## config.mk

```make
export PLATFORM = sky130hd
export DESIGN_NAME = pwm_pin_capture
export DESIGN_NICKNAME = d
export VERILOG_FILES = /design/src/rtl/cap_pkg.sv /design/src/rtl/cap_sync.sv /design/src/rtl/cap_edge_fsm.sv /design/src/rtl/cap_slot.sv /design/src/rtl/pwm_pin_capture.sv
export SDC_FILE = /design/constraint.sdc
export NUM_CORES = 1
export LEC_CHECK = 0
export CORE_ASPECT_RATIO = 0.9
export CORE_UTILIZATION = 42
export CTS_BUF_LIST = sky130_fd_sc_hd__clkbuf_4 sky130_fd_sc_hd__clkbuf_8 sky130_fd_sc_hd__clkbuf_16
export DETAILED_ROUTE_END_ITERATION = 6
export GPL_ROUTABILITY_DRIVEN = 0
export PLACE_DENSITY = 0.8
export SLEW_MARGIN = 0
export SYNTH_ARGS = -nofsm -noshare
export SYNTH_HDL_FRONTEND = slang
export SYNTH_HIERARCHICAL = 1
export SYNTH_SLANG_ARGS = --single-unit
```

## constraint.sdc

```tcl
create_clock -name clk -period 2.1 [get_ports clk]
set_clock_uncertainty 0.05 [all_clocks]
set_input_delay 0.42 -clock clk [delete_from_list [all_inputs] [get_ports clk]]
set_output_delay 0.42 -clock clk [all_outputs]
set_load 0.005 [all_outputs]
```

## src/rtl/cap_pkg.sv

```systemverilog
package cap_pkg;

    typedef enum logic [1:0] {
        ST_OFF       = 2'd0,
        ST_WAIT_RISE = 2'd1,
        ST_WAIT_FALL = 2'd2
    } cap_state_e;

    localparam int SLOT_RISE = 0;
    localparam int SLOT_FALL = 1;
    localparam int NUM_SLOTS = 2;

endpackage

```

## src/rtl/cap_sync.sv

```systemverilog
module cap_sync #(
    parameter int STAGES = 2
) (
    input  logic clk,
    input  logic rst_n,
    input  logic d,
    output logic q
);
    logic [STAGES-1:0] chain;

    generate
        if (STAGES == 1) begin : g_single
            always_ff @(posedge clk or negedge rst_n) begin
                if (!rst_n) chain <= '0;
                else        chain <= d;
            end
        end else begin : g_multi
            always_ff @(posedge clk or negedge rst_n) begin
                if (!rst_n) chain <= '0;
                else        chain <= {chain[STAGES-2:0], d};
            end
        end
    endgenerate

    assign q = chain[STAGES-1];
endmodule

```

## src/rtl/cap_edge_fsm.sv

```systemverilog
module cap_edge_fsm
    import cap_pkg::*;
(
    input  logic clk,
    input  logic rst_n,
    input  logic level,
    input  logic active,
    output logic evt_rise,
    output logic evt_fall
);
    cap_state_e state, state_n;

    // State register
    always_ff @(posedge clk or negedge rst_n) begin
        if (!rst_n) state <= ST_OFF;
        else        state <= state_n;
    end

    // Next-state logic
    always_comb begin
        state_n = state;
        unique case (state)
            ST_OFF: begin
                if (active) state_n = level ? ST_WAIT_FALL : ST_WAIT_RISE;
            end
            ST_WAIT_RISE: begin
                if (!active)    state_n = ST_OFF;
                else if (level) state_n = ST_WAIT_FALL;
            end
            ST_WAIT_FALL: begin
                if (!active)     state_n = ST_OFF;
                else if (!level) state_n = ST_WAIT_RISE;
            end
            default: state_n = ST_OFF;
        endcase
    end

    // Output logic: event pulses on the transitions between waiting states
    always_comb begin
        evt_rise = 1'b0;
        evt_fall = 1'b0;
        unique case (state)
            ST_OFF:       ;
            ST_WAIT_RISE: evt_rise = active & level;
            ST_WAIT_FALL: evt_fall = active & ~level;
            default:      ;
        endcase
    end
endmodule

```

## src/rtl/cap_slot.sv

```systemverilog
module cap_slot #(
    parameter int CNT_W = 16
) (
    input  logic             clk,
    input  logic             rst_n,
    input  logic             evt,
    input  logic             en,
    input  logic             clr,
    input  logic [CNT_W-1:0] cnt,
    output logic [CNT_W-1:0] value,
    output logic             flag,
    output logic             set
);
    assign set = evt & en;

    always_ff @(posedge clk or negedge rst_n) begin
        if (!rst_n) begin
            value <= '0;
            flag  <= 1'b0;
        end else begin
            if (set) value <= cnt;
            flag <= (flag & ~clr) | set;
        end
    end
endmodule

```

## src/rtl/pwm_pin_capture.sv

```systemverilog
module pwm_pin_capture
    import cap_pkg::*;
#(
    parameter int CNT_W       = 16,
    parameter int SYNC_STAGES = 2
) (
    input  logic             clk,
    input  logic             rst_n,
    input  logic             cap_pin,
    input  logic [CNT_W-1:0] counter,
    input  logic             cap_en,
    input  logic             pwm_oe,
    input  logic             rise_en,
    input  logic             fall_en,
    input  logic             rise_ie,
    input  logic             fall_ie,
    input  logic [1:0]       flag_clr,
    output logic [CNT_W-1:0] rise_latch,
    output logic [CNT_W-1:0] fall_latch,
    output logic             rise_flag,
    output logic             fall_flag,
    output logic             irq
);
    logic pin_sync;
    logic active;
    logic [NUM_SLOTS-1:0] slot_evt, slot_en, slot_ie, slot_flag, slot_set;
    logic [CNT_W-1:0]     slot_val [NUM_SLOTS];

    assign active = cap_en & ~pwm_oe;

    cap_sync #(.STAGES(SYNC_STAGES)) i_sync (
        .clk(clk), .rst_n(rst_n), .d(cap_pin), .q(pin_sync)
    );

    cap_edge_fsm i_fsm (
        .clk(clk), .rst_n(rst_n), .level(pin_sync), .active(active),
        .evt_rise(slot_evt[SLOT_RISE]), .evt_fall(slot_evt[SLOT_FALL])
    );

    assign slot_en[SLOT_RISE] = rise_en;
    assign slot_en[SLOT_FALL] = fall_en;
    assign slot_ie[SLOT_RISE] = rise_ie;
    assign slot_ie[SLOT_FALL] = fall_ie;

    generate
        for (genvar i = 0; i < NUM_SLOTS; i++) begin : g_slot
            cap_slot #(.CNT_W(CNT_W)) i_slot (
                .clk(clk), .rst_n(rst_n), .evt(slot_evt[i]), .en(slot_en[i]),
                .clr(flag_clr[i]), .cnt(counter), .value(slot_val[i]),
                .flag(slot_flag[i]), .set(slot_set[i])
            );
        end
    endgenerate

    assign rise_latch = slot_val[SLOT_RISE];
    assign fall_latch = slot_val[SLOT_FALL];
    assign rise_flag  = slot_flag[SLOT_RISE];
    assign fall_flag  = slot_flag[SLOT_FALL];
    assign irq        = |(slot_flag & slot_ie);
endmodule

```

==> results of run 1 <==
-- path summary, 6_finish.rpt --
kind	slack [ns]	depth (start not counted)	endpoint
worst max-delay path	0.09	3	irq
worst min-delay path	0.19	1	g_slot[1].i_slot/value[3]
worst max register to register	0.57	4	g_slot[1].i_slot/value[6]
worst min register to register	0.31	0	i_sync/chain[1]
max in group asynchronous	1.30	1	g_slot[1].i_slot/value[15]
min in group clk	0.31	0	i_sync/chain[1]
-- worst max-delay path: cells and delay by family --
family / cells / cell delay (ns)
buf+inv: 2 / 0.98
compound gates: 1 / 0.14
-- per-stage QoR --
step	total power [mW]	instance area, µm²	hold slack (ns)
global placement	1.192	2165	0.2838
detailed placement	1.207	2165	0.3004
global route	1.834	2275	0.2453
finish	1.754	2275	0.1851
CTS	1.775	2275	0.2061
floorplan	0.9634	1504	0.07441
-- final cells by class --
| type | instances | area share (%) |
|---|---|---|
| flip-flops and latches | 38 | 41.80 |
| repair buffers | 64 | 27.61 |
| multi-input cells | 44 | 22.99 |
| clock buffers | 8 | 4.841 |
| well taps | 44 | 2.420 |
| inverters | 2 | 0.3300 |
-- routing by layer --
metal  track usage [%]  vias to the layer above
met5                 0                        -
met2             34.38                       24
met1             19.57                      501
met4             6.522                        0
li1                  -                      435
met3             4.845                        2
-- registers in the layout, summed over array words and instances, names as in the netlist --
| register | flops |
|---|---|
| g_slot.i_slot/flag | 2 |
| g_slot.i_slot/value | 32 |
| i_fsm/state | 2 |
| i_sync/chain | 2 |
-- power groups by stage --
stage                     combinational (mW)  sequential [mW]  clock [mW]
after floorplan                       0.0947            0.869           0
after global placement                 0.326            0.866           0
after detailed placement               0.337            0.871           0
after CTS                              0.339            0.858       0.578
after global routing                   0.357            0.865       0.612
final                                  0.333            0.858       0.562
==> summary.txt, run 1 <==
Detailed routing
  • Vias: around 960
  • DRT iter0 DRCs: 28
  • Met3 WL: 116 µm
  • Met1 WL: 1232 µm
  • DRC viols: 0
  • Via-to-Cell Ratio: roughly 4.8
  • Top sig layer: met4
  • Met2 WL: around 1800 µm
  • WL/cell: about 16 µm
  • Antenna viol nets, final: 0
  • Routed WL: 3209 µm
  • Drt first pass iters: 3

Timing
  • Final Cycle Share: between 90% and 100%
  • Final Critical Period: just over 2 ns
  • Slew headroom: roughly 45%
  • Setup TNS Final: 0 ns
  • Final Max Slew Viols: 0
  • Final setup fails: 0
  • Fin. Hold Viols: 0
  • Worst-Margin Slew: approximately 0.82 ns
  • Max Fclk: between 400 and 500 MHz
  • RSZ-0062 raised after global routing: false
  • Final worst slack: a little under 0.09 ns

Final layout
  • Commonest non-fill, non-tap cells in the layout: clkdlybuf4s50_1 (60), dfrtp_1 (38), mux2_4 (16), mux2_2 (16), clkbuf_8 (8)
  • # diodes: 0
  • Syn-to-layout area delta: 51.25%
  • Fin cells: 200
  • Post-layout util: 66.84%
  • Flip-flop and latch area: 950.9 µm²
  • Fraction of layout cells with a size suffix above 1: 32.05%
  • Filler Cell Count: 254
  • Commonest non-fill, non-tap cell in the layout: clkdlybuf4s50_1
  • Area of the multi-input gates: ~520 µm²
  • # nets final: 182

Global routing
  • Vias in the first global route: between 1000 and 1500
  • Remaining Overflow, GRT: 0
  • Largest net degree at the start of global routing: 39
  • GRT Util Overall: 18.20%
  • First-pass GRT wire length: between 5000 and 6000 µm
  • Initial antenna violation count: 0

CTS
  • Hold_buf cts: 0
  • H-tree levels: 2
  • Clk_lat worst skew: approximately 0.28 ns
  • Clock Sink Count: 38
  • Clock transition at the registers of the reported paths: ~0.07 ns
  • Inserted Clock Buffers: 5
  • PostCTS Resize Cnt: 0
  • CTS tree: done
  • Maximum root-to-sink buffer count: 2
  • Postcts setup bufs: 0
  • Clk root buf: clkbuf_8

Place
  • DP Cell Count: about 190
  • DP Wirelength: ~2300 µm
  • Pre-CTS WS: -0.1048 ns
  • PortBufs: slightly above 60

Setup path
  • Data required time at the worst endpoint: around 1.6 ns
  • Most frequent cell on the critical path: clkdlybuf4s50_1
  • Reg-to-Reg Start: i_sync/chain[1]
  • Ordered cell list for the critical path: clkdlybuf4s50_1, a22o_1, clkdlybuf4s50_1
  • Setup crit start: fall_ie
  • Largest fanout on the critical path: 1
  • Nature of the critical path endpoint: primary output
  • CP max stage delay: ~0.52 ns
  • Crit Path Category: input port to primary output
  • Worst setup SP type: input port
  • Critical path arrival: between 1.5 and 2 ns
  • CP max-delay cell: clkdlybuf4s50_1

Floorplanning
  • Starting Density: 44.19%
  • Die Area: 0.003824 mm²
  • Number of I/O pins: 62
  • Core Box Area: ~0.0034 mm²
  • Die width: ~65 µm
  • Row Count: 20
  • Die Ht: 58.77 µm

Logic synthesis
  • Cell area after synthesis: 0.001504 mm²
  • Syn_nets: between 100 and 150
  • Syn_area_per_cell: 17.49 µm²
  • Gate Count Post-Synth: 86
  • Ys Warns: 6

Power
  • Flop pwr share: approximately 49%
  • Internal power: 1.386 mW
  • Peak VDD IR: 449.3 µV
  • P_sw: roughly 370 µW
  • LEAKAGE: approximately 1.1 nW
  • Clk pwr share: between 30% and 40%
  • PD cells: 770.9 mW/mm²
  • Sw frac: a little over a fifth
  • Comb pwr share: approximately a fifth

Hold path
  • Worst hold path type: input port to asynchronous set/reset pin

Job
  • Maximum Capacitance Violations: 0

Outcome
  • Outcome: completed
No activity file was read; power rests on OpenSTA's default activity.
==> inputs of run 2 (changes only) <==
--- a/config.mk
+++ b/config.mk
@@ -9,7 +9,6 @@
 export CORE_UTILIZATION = 42
 export CTS_BUF_LIST = sky130_fd_sc_hd__clkbuf_4 sky130_fd_sc_hd__clkbuf_8 sky130_fd_sc_hd__clkbuf_16
 export DETAILED_ROUTE_END_ITERATION = 6
-export GPL_ROUTABILITY_DRIVEN = 0
 export PLACE_DENSITY = 0.8
 export SLEW_MARGIN = 0
 export SYNTH_ARGS = -nofsm -noshare
==> results of run 2 <==
Final layout, timing and power as in run 1 (identical DEF).
==> inputs of run 3 (changes only) <==
--- a/config.mk
+++ b/config.mk
@@ -10,6 +10,7 @@
 export CTS_BUF_LIST = sky130_fd_sc_hd__clkbuf_4 sky130_fd_sc_hd__clkbuf_8 sky130_fd_sc_hd__clkbuf_16
 export DETAILED_ROUTE_END_ITERATION = 6
 export PLACE_DENSITY = 0.8
+export RECOVER_POWER = 50
 export SLEW_MARGIN = 0
 export SYNTH_ARGS = -nofsm -noshare
 export SYNTH_HDL_FRONTEND = slang
==> run 3 against run 2 <==
Against the previous run:
- global-route usage unchanged
- die area unchanged
- final cell count unchanged
- sequential power about the same
- register-to-register slack barely moved
- combinational power down 3%
- sequential share of layout area is essentially flat
- total power is 0.79% lower
- count of clock-buffer cells in the layout is the same
- via count rose by 0.10%
- non-clock buffer count stayed put
- critical path depth stayed put
==> summary.txt, run 3 (synthesis results as in run 1) <==
CTS
  • PostCTS Resize Cnt: 0
  • Inserted Clock Buffers: 5
  • Clk root buf: clkbuf_8
  • Hold_buf cts: 0
  • Maximum root-to-sink buffer count: 2
  • Clk_lat worst skew: roughly 0.28 ns
  • Postcts setup bufs: 0
  • CTS tree: done
  • Clock transition at the registers of the reported paths: approximately 0.07 ns
  • Clock Sink Count: 38
  • H-tree levels: 2

Detailed routing
  • DRT iter0 DRCs: 37
  • Routed WL: ~3200 µm
  • Via-to-Cell Ratio: around 4.8
  • WL/cell: between 15 and 20 µm
  • Antenna viol nets, final: 0
  • Drt first pass iters: 3
  • Vias: slightly below 1000
  • DRC viols: 0

Setup path
  • Largest fanout on the critical path: 1
  • Worst path top cell family by delay: buffers and inverters
  • Ordered cell list for the critical path: clkdlybuf4s50_1, a22o_1, clkdlybuf4s50_1
  • Critical path arrival: about 1.5 ns
  • CP max-delay cell: clkdlybuf4s50_1
  • Buf+Inv Stages, Crit Path: 2
  • CP max stage delay: approximately 0.52 ns
  • Data required time at the worst endpoint: about 1.6 ns
  • Nature of the critical path endpoint: primary output
  • Crit Path Category: input port to primary output
  • Worst setup SP type: input port
  • Most frequent cell on the critical path: clkdlybuf4s50_1

Floorplanning
  • Die Area: between 0.003 and 0.004 mm²
  • Row Count: 20
  • Starting Density: around 44%
  • Number of I/O pins: between 60 and 70
  • Die Ht: a little under 60 µm
  • Die width: ~65 µm
  • Core Box Area: about 0.0034 mm²

Timing
  • Final Cycle Share: a little over nine tenths
  • Fin. Hold Viols: 0
  • Final worst slack: about 0.088 ns
  • RSZ-0062 raised after global routing: false
  • Final setup fails: 0
  • Final Critical Period: approximately 2.0 ns
  • Slew headroom: 38.68%
  • Final Max Slew Viols: 0
  • Max Fclk: 496.9 MHz
  • Worst-Margin Slew: between 0.9 and 1 ns

Global routing
  • Vias in the first global route: roughly 1100
  • Initial antenna violation count: 0
  • GRT met2 Usage: 34.38%
  • GRT busiest layer: met2
  • Remaining Overflow, GRT: 0
  • Met1 Resource Use GR: between 10% and 20%
  • GRT Util Overall: between 10% and 20%
  • Met3 usage in global routing: around 4.8%
  • Largest net degree at the start of global routing: 39
  • First-pass GRT wire length: ~5000 µm

Final layout
  • Commonest non-fill, non-tap cell in the layout: clkdlybuf4s50_1
  • Fraction of layout cells with a size suffix above 1: 31.41%
  • Syn-to-layout area delta: 51.08%
  • Post-layout util: between 60% and 70%
  • # nets final: between 150 and 200
  • Filler Cell Count: roughly 260
  • Design area: 0.002272 mm²
  • Reg with most FFs: g_slot.i_slot/value
  • Commonest non-fill, non-tap cells in the layout: clkdlybuf4s50_1 (46), dfrtp_1 (38), mux2_4 (16), mux2_2 (16), dlygate4sd3_1 (14)
  • Max FFs per register: 32
  • # diodes: 0

Hold path
  • Worst hold path type: input port to asynchronous set/reset pin

Power
  • Peak VDD IR: between 400 and 500 µV
  • LEAKAGE: between 1 and 1.5 nW
  • PD cells: 765.6 mW/mm²

Outcome
  • Outcome: completed

Place
  • DP Area: roughly 0.0022 mm²
  • DP Wirelength: ~2300 µm
  • PortBufs: 61
  • GP Congestion: ~0.7
  • Pre-CTS WS: -0.1048 ns

Job
  • Maximum Capacitance Violations: 0
[run 3: final timing paths]
| kind | start | to | slack, ns | cells past startpoint |
|---|---|---|---|---|
| max | fall_ie | irq | 0.09 | 3 |
| min | rst_n | g_slot[1].i_slot/value[3] | 0.22 | 1 |
| max reg2reg | i_sync/chain[1] | g_slot[1].i_slot/value[6] | 0.58 | 4 |
| min reg2reg | i_sync/chain[0] | i_sync/chain[1] | 0.31 | 0 |
| max in group asynchronous | rst_n | g_slot[1].i_slot/value[15] | 1.21 | 1 |
| min in group clk | i_sync/chain[0] | i_sync/chain[1] | 0.31 | 0 |
[run 3: metal layers]
layer	part of all wire (%)	wire length [µm]
met3	3.6	116
met5	0	0
met2	57	1837
met4	0.72	23
met1	38	1228
[run 3: layout make-up]
class / instances / area (µm²) / area share (%)
sequential: 38 / 950.9 / 41.85
timing repair buffer: 64 / 628.1 / 27.64
multi-input combinational: 44 / 520.5 / 22.91
clock buffer: 8 / 110.1 / 4.846
tap: 44 / 55.05 / 2.423
inverter: 2 / 7.507 / 0.3304
[run 3: through the flow]
step           hold WS [ns]  instances  setup TNS, ns  power (mW)
2_1_floorplan       0.07441         86              0      0.9634
3_3_place_gp         0.2838        192        -0.9723       1.192
3_5_place_dp         0.3004        192         -2.823       1.207
4_1_cts              0.2061        200              0       1.775
5_1_grt              0.2852        200              0       1.821
6_report             0.2171        200              0       1.740
[run 3: power by group]
group	total (mW)	internal, mW	switching [mW]
sequential	0.856	0.810	0.0456
clock	0.562	0.331	0.231
combinational	0.322	0.233	0.0888
